$ cat src/rtl/seqdrv_pkg.sv
package seqdrv_pkg;
  parameter int unsigned CODE_W = 10;
  parameter int unsigned NUM_CH = 6;
endpackage

$ cat src/rtl/seqdrv_rst_sync.sv
module seqdrv_rst_sync (
  input  logic clk,
  input  logic rst_n,
  output logic rst_n_sync
);
  logic [1:0] sync_q;

  always_ff @(posedge clk or negedge rst_n) begin
    if (!rst_n) sync_q <= 2'b00;
    else        sync_q <= {sync_q[0], 1'b1};
  end

  assign rst_n_sync = sync_q[1];
endmodule

$ cat src/rtl/seqdrv_load_seq.sv
module seqdrv_load_seq #(
  parameter int unsigned W       = 10,
  parameter int unsigned N       = 6,
  parameter bit          RISING  = 1'b1
) (
  input  logic           clk,
  input  logic           rst_n,
  input  logic [W-1:0]   din,
  input  logic           start_seq,
  input  logic           edge_rise,
  input  logic           dir_rtl,
  input  logic [N-1:0]   peer_tog,
  output logic [N*W-1:0] bank,
  output logic [N-1:0]   tog
);
  localparam int unsigned CW = $clog2(N + 1);
  localparam int unsigned SW = (N > 1) ? $clog2(N) : 1;

  logic           start_q, start_d;
  logic           run_q, run_d;
  logic           dir_q, dir_d;
  logic [CW-1:0]  cnt_q, cnt_d;
  logic [N*W-1:0] bank_q, bank_d;
  logic [N-1:0]   tog_q, tog_d;
  logic           mode_ok, begin_now, wr_en;
  logic [SW-1:0]  slot;

  assign mode_ok   = RISING ? edge_rise : !edge_rise;
  assign begin_now = start_q && mode_ok;

  // next-state logic
  always_comb begin
    start_d = start_seq;
    run_d   = run_q;
    dir_d   = dir_q;
    cnt_d   = cnt_q;
    wr_en   = 1'b0;
    slot    = '0;
    if (begin_now) begin
      wr_en = 1'b1;
      dir_d = dir_rtl;
      slot  = dir_rtl ? SW'(N - 1) : '0;
      cnt_d = CW'(1);
      run_d = (N > 1);
    end else if (run_q) begin
      wr_en = 1'b1;
      slot  = dir_q ? SW'(N - 1 - int'(cnt_q)) : SW'(cnt_q);
      cnt_d = cnt_q + CW'(1);
      run_d = (int'(cnt_q) + 1 < N);
    end
    bank_d = bank_q;
    tog_d  = tog_q;
    if (wr_en) begin
      bank_d[int'(slot)*W +: W] = din;
      tog_d[slot] = RISING ? ~peer_tog[slot] : peer_tog[slot];
    end
  end

  // registers, on the edge this instance serves
  generate
    if (RISING) begin : g_rise
      always_ff @(posedge clk or negedge rst_n) begin
        if (!rst_n) begin
          start_q <= 1'b0;
          run_q   <= 1'b0;
          dir_q   <= 1'b0;
          cnt_q   <= '0;
          bank_q  <= '0;
          tog_q   <= '0;
        end else begin
          start_q <= start_d;
          run_q   <= run_d;
          dir_q   <= dir_d;
          cnt_q   <= cnt_d;
          if (wr_en) begin
            bank_q <= bank_d;
            tog_q  <= tog_d;
          end
        end
      end

      assert_cnt_range_R6: assert property (@(posedge clk) disable iff (!rst_n)
        run_q |-> (int'(cnt_q) < N));
      assert_idle_hold_R6: assert property (@(posedge clk) disable iff (!rst_n)
        (!run_q && !begin_now) |=> $stable(bank_q));
    end else begin : g_fall
      always_ff @(negedge clk or negedge rst_n) begin
        if (!rst_n) begin
          start_q <= 1'b0;
          run_q   <= 1'b0;
          dir_q   <= 1'b0;
          cnt_q   <= '0;
          bank_q  <= '0;
          tog_q   <= '0;
        end else begin
          start_q <= start_d;
          run_q   <= run_d;
          dir_q   <= dir_d;
          cnt_q   <= cnt_d;
          if (wr_en) begin
            bank_q <= bank_d;
            tog_q  <= tog_d;
          end
        end
      end

      assert_cnt_range_R6: assert property (@(negedge clk) disable iff (!rst_n)
        run_q |-> (int'(cnt_q) < N));
      assert_idle_hold_R6: assert property (@(negedge clk) disable iff (!rst_n)
        (!run_q && !begin_now) |=> $stable(bank_q));
    end
  endgenerate

  assign bank = bank_q;
  assign tog  = tog_q;
endmodule

$ cat src/rtl/seqdrv_out_stage.sv
module seqdrv_out_stage #(
  parameter int unsigned W = 10,
  parameter int unsigned N = 6
) (
  input  logic           clk,
  input  logic           rst_n,
  input  logic           xfer,
  input  logic           invert,
  input  logic [N*W-1:0] load_vals,
  output logic [N*W-1:0] codes,
  output logic [N-1:0]   pol
);
  logic           xfer_q;
  logic [N*W-1:0] codes_q, codes_d;
  logic [N-1:0]   pol_q, pol_d;

  always_ff @(posedge clk or negedge rst_n) begin
    if (!rst_n) xfer_q <= 1'b0;
    else        xfer_q <= xfer;
  end

  always_comb begin
    codes_d = xfer_q ? load_vals : codes_q;
    pol_d   = {N{invert}};
  end

  always_ff @(negedge clk or negedge rst_n) begin
    if (!rst_n) begin
      codes_q <= '0;
      pol_q   <= '0;
    end else begin
      if (xfer_q) codes_q <= codes_d;
      pol_q <= pol_d;
    end
  end

  assign codes = codes_q;
  assign pol   = pol_q;

  assert_hold_R7: assert property (@(negedge clk) disable iff (!rst_n)
    !xfer_q |=> $stable(codes));
  assert_commit_R8: assert property (@(negedge clk) disable iff (!rst_n)
    xfer_q |=> (codes == $past(load_vals)));
  assert_pol_R9: assert property (@(negedge clk) disable iff (!rst_n)
    1'b1 |=> (pol == {N{$past(invert)}}));
endmodule

$ cat src/rtl/seqdrv_top.sv
module seqdrv_top
  import seqdrv_pkg::*;
#(
  parameter int unsigned W = CODE_W,
  parameter int unsigned N = NUM_CH
) (
  input  logic           clk,
  input  logic           rst_n,
  input  logic [W-1:0]   din,
  input  logic           start_seq,
  input  logic           xfer,
  input  logic           edge_rise,
  input  logic           dir_rtl,
  input  logic           invert,
  output logic [N*W-1:0] ch_codes,
  output logic [N-1:0]   ch_pol
);
  logic           rst_n_s;
  logic [N*W-1:0] bank_r, bank_f, load_vals;
  logic [N-1:0]   tog_r, tog_f;

  seqdrv_rst_sync u_rst (
    .clk        (clk),
    .rst_n      (rst_n),
    .rst_n_sync (rst_n_s)
  );

  seqdrv_load_seq #(.W(W), .N(N), .RISING(1'b1)) u_seq_rise (
    .clk       (clk),
    .rst_n     (rst_n_s),
    .din       (din),
    .start_seq (start_seq),
    .edge_rise (edge_rise),
    .dir_rtl   (dir_rtl),
    .peer_tog  (tog_f),
    .bank      (bank_r),
    .tog       (tog_r)
  );

  seqdrv_load_seq #(.W(W), .N(N), .RISING(1'b0)) u_seq_fall (
    .clk       (clk),
    .rst_n     (rst_n_s),
    .din       (din),
    .start_seq (start_seq),
    .edge_rise (edge_rise),
    .dir_rtl   (dir_rtl),
    .peer_tog  (tog_r),
    .bank      (bank_f),
    .tog       (tog_f)
  );

  // per channel: the bank written last owns the load-stage value
  generate
    for (genvar k = 0; k < N; k++) begin : g_pick
      assign load_vals[k*W +: W] = (tog_r[k] ^ tog_f[k]) ? bank_r[k*W +: W]
                                                         : bank_f[k*W +: W];
    end
  endgenerate

  seqdrv_out_stage #(.W(W), .N(N)) u_out (
    .clk       (clk),
    .rst_n     (rst_n_s),
    .xfer      (xfer),
    .invert    (invert),
    .load_vals (load_vals),
    .codes     (ch_codes),
    .pol       (ch_pol)
  );

  assert_reset_R1: assert property (@(posedge clk)
    !rst_n_s |-> (ch_codes == '0 && ch_pol == '0));
endmodule

$ cat config.mk
export PLATFORM = sky130hd
export DESIGN_NAME = seqdrv_top
export DESIGN_NICKNAME = d
export VERILOG_FILES = /design/src/rtl/seqdrv_pkg.sv /design/src/rtl/seqdrv_rst_sync.sv /design/src/rtl/seqdrv_load_seq.sv /design/src/rtl/seqdrv_out_stage.sv /design/src/rtl/seqdrv_top.sv
export SDC_FILE = /design/constraint.sdc
export NUM_CORES = 1
export LEC_CHECK = 0
export ABC_CLOCK_PERIOD_IN_PS = 14000
export CORE_ASPECT_RATIO = 0.8
export CORE_UTILIZATION = 60
export DETAILED_ROUTE_END_ITERATION = 8
export PLACE_DENSITY = 0.88
export SLEW_MARGIN = 20
export SYNTH_ARGS = -nofsm -noshare
export SYNTH_HDL_FRONTEND = slang
export SYNTH_SLANG_ARGS = --single-unit
$ cat constraint.sdc
create_clock -name clk -period 14 [get_ports clk]
set_clock_uncertainty 0.05 [all_clocks]
set_input_delay 2.1 -clock clk [delete_from_list [all_inputs] [get_ports clk]]
set_output_delay 2.1 -clock clk [all_outputs]
set_load 0.05 [all_outputs]
==> flow_metrics.tcl <==
set metrics [dict create \
    avgSynthCellArea_um2 10.5 \
    track_usage_pct 35.3 \
    cts_setup_buffers 0 \
    ys_seq_elements 208 \
    endpoint_kind "flop" \
    clk_latency_ns 0.52 \
    place_congestion 1.01 \
    vias 9770 \
    die_x_um 159 \
    ios 83 \
    cts_buffers 22 \
    port_buffers 82 \
    clock_path_buffers 3 \
    critical-path-max-stage-delay_ns 0.60 \
    rows 45 \
    clk_pin_slew_worst_paths_ns 0.06 \
    tns_ns 0 \
    antenna_left 0 \
    syn_to_final_growth_pct 16.0 \
    crit_top_cell "ha_1" \
    cts_max_level 1 \
    drcViolationCount 0 \
    worstPathRequired_ns 7.31 \
    cts_tree "done" \
    ctsHoldBuffers 0 \
    path_depth 12 \
    max-slew-margin-rel_pct 32.8 \
    cts_resized 0 \
    start_util_pct 61.8 \
    final_cell_mix "dfrtn_1 (133), nor2_1 (106), a21oi_1 (88)" \
    wl_mm 35.6 \
    grt_max_degree 168 \
    final_util_pct 71.7 \
    path_cells "clkdlybuf4s50_1, nand2b_1, nand3_2, nand2_2, ha_1, ha_1, and4bb_1, nor2_1, a21oi_1, o32a_1, nor3_1, mux2_2" \
    first_global_vias 9405 \
    hold_violations 0 \
    syn_nets 1167 \
    max_slew.worst_pin.slew_ns 0.998 \
    synth_warnings 0 \
    reg2reg_depth 4 \
    ys.flop_type "dfrtn_1" \
    slew_viol_final 0 \
    holdWs_ns 0.262 \
    layout_commonest_cell "dfrtn_1" \
    crit_type "in2reg" \
    drt-vias-per-instance 6.64 \
    critPathTopFamily "simple AND/OR/NAND/NOR gates" \
    drv_cap 0 \
    cts-root-buf "clkbuf_16" \
    antenna_found_initial 2 \
    first_iter_violations 1228 \
    nets 1233 \
    die_h_um 128 \
    status "finished clean" \
    overflow 0 \
    clock_sinks 208 \
    worst_setup_path_start_kind "primary input" \
    core_area_um2 19100 \
    crit_buf_inv 1 \
    layout-drive-gt1-share_pct 16.9 \
    grt_first_pass_wirelength_mm 55.1 \
    crit_arrival_ns 6.54 \
    min_path_type "reg2async" \
    syn_area_um2 11800 \
    rsz0062_at_grt "false" \
    synth_cell_types 97 \
    wire_per_inst_um 24.2 \
    dr.pass1.iters 9 \
    async_reset_ff_share_pct 100 \
    dp_hpwl_mm 26.2 \
    yosysSeqAreaShare_pct 44.0 \
    die_area_um2 20300 \
    synth_edf_count 0 \
    crit_path_max_fanout 10 \
    syn_inst 1132 \
    slowest_stage "nor2_1" \
    setup_violations 0 \
]
## logic make-up after synthesis
family | synth area share, %
AO/OA/AOI/OAI | 15.9
XOR/XNOR | 1.85
adder cells (fa/ha/maj) | 1.99
buffers and inverters | 3.69
flip-flops | 44.0
multiplexers | 19.9
other | 0.0317
AND/OR/NAND/NOR | 12.7
## final timing paths
check / from / endpoint / slack (ns)
max: edge_rise / u_seq_fall.bank[31] / 0.77
min: u_rst.sync_q[1] / u_seq_rise.bank[58] / 0.26
max reg2reg: u_seq_rise.tog[4] / u_out.codes[49] / 5.38
min reg2reg: u_rst.sync_q[1] / u_seq_rise.bank[58] / 0.26
max in group asynchronous: u_rst.sync_q[1] / u_seq_fall.cnt_q[2] / 5.46
min in group clk: u_rst.sync_q[0] / u_rst.sync_q[1] / 0.30
## registers in the layout, indices dropped and copies added (netlist names), 2 cells and up
signal / count
u_seq_rise.bank: 60
u_seq_rise.cnt_q: 3
u_seq_rise.tog: 6
u_seq_fall.cnt_q: 3
u_seq_fall.tog: 6
u_out.codes: 60
u_seq_fall.bank: 60
u_rst.sync_q: 2
## routing by layer
layer  share of wire, %  wire length, um  track usage, %  vias to the layer above
li1                   -                -               -                     4306
met4                3.2             1150            9.67                        0
met2                 44            15700            54.8                      589
met1                 42            15000            50.6                     4781
met5                  0                0               0                        -
met3                 10             3730            7.27                       94
## area by class of cell
class | count | area [um^2]
clock inverters | 15 | 240
multi-input cells | 829 | 6210
fillers | 1394 | 5410
diodes | 1 | 2.50
well taps | 258 | 323
repair buffers | 110 | 1060
flip-flops and latches | 208 | 5210
inverters | 27 | 101
clock buffers | 24 | 579
## through the flow
step / setup slack (ns) / instances / instance area [um^2]
2_1_floorplan: 0.929 / 1132 / 11800
3_3_place_gp: 0.468 / 1431 / 12900
3_5_place_dp: 0.466 / 1431 / 12900
4_1_cts: 0.983 / 1470 / 13700
5_1_grt: 0.581 / 1471 / 13700
6_report: 0.770 / 1472 / 13700
## worst reg2reg max path: stages (launching register included)
cell     delay (ns)
dfrtp_1        0.42
xnor2_1        0.19
buf_4          0.30
mux2i_1        0.36
a21oi_1        0.13
## synthesized netlist by cell type, drive strengths merged (6+ instances only)
library cell | instances | area, um^2
nand2b | 8 | 50.1
xor2 | 10 | 87.6
o31ai | 8 | 78.8
a22o | 7 | 61.3
clkbuf | 35 | 131
dfrtn | 133 | 3330
dfrtp | 75 | 1880
inv | 27 | 101
and3 | 6 | 37.5
o22ai | 38 | 238
o32ai | 8 | 77.6
nand2 | 74 | 288
buf | 33 | 204
mux2 | 127 | 1440
nor2 | 107 | 409
or3 | 8 | 50.1
nand3 | 33 | 175
mux2i | 85 | 867
nor3 | 30 | 150
nor4 | 12 | 113
a21oi | 90 | 465
xnor2 | 15 | 131
ha | 18 | 225
o21ai | 42 | 221
o211ai | 8 | 70.1
Power is not shown: default switching activity piles up to over one toggle a cycle in this logic, so the estimate is an artifact.
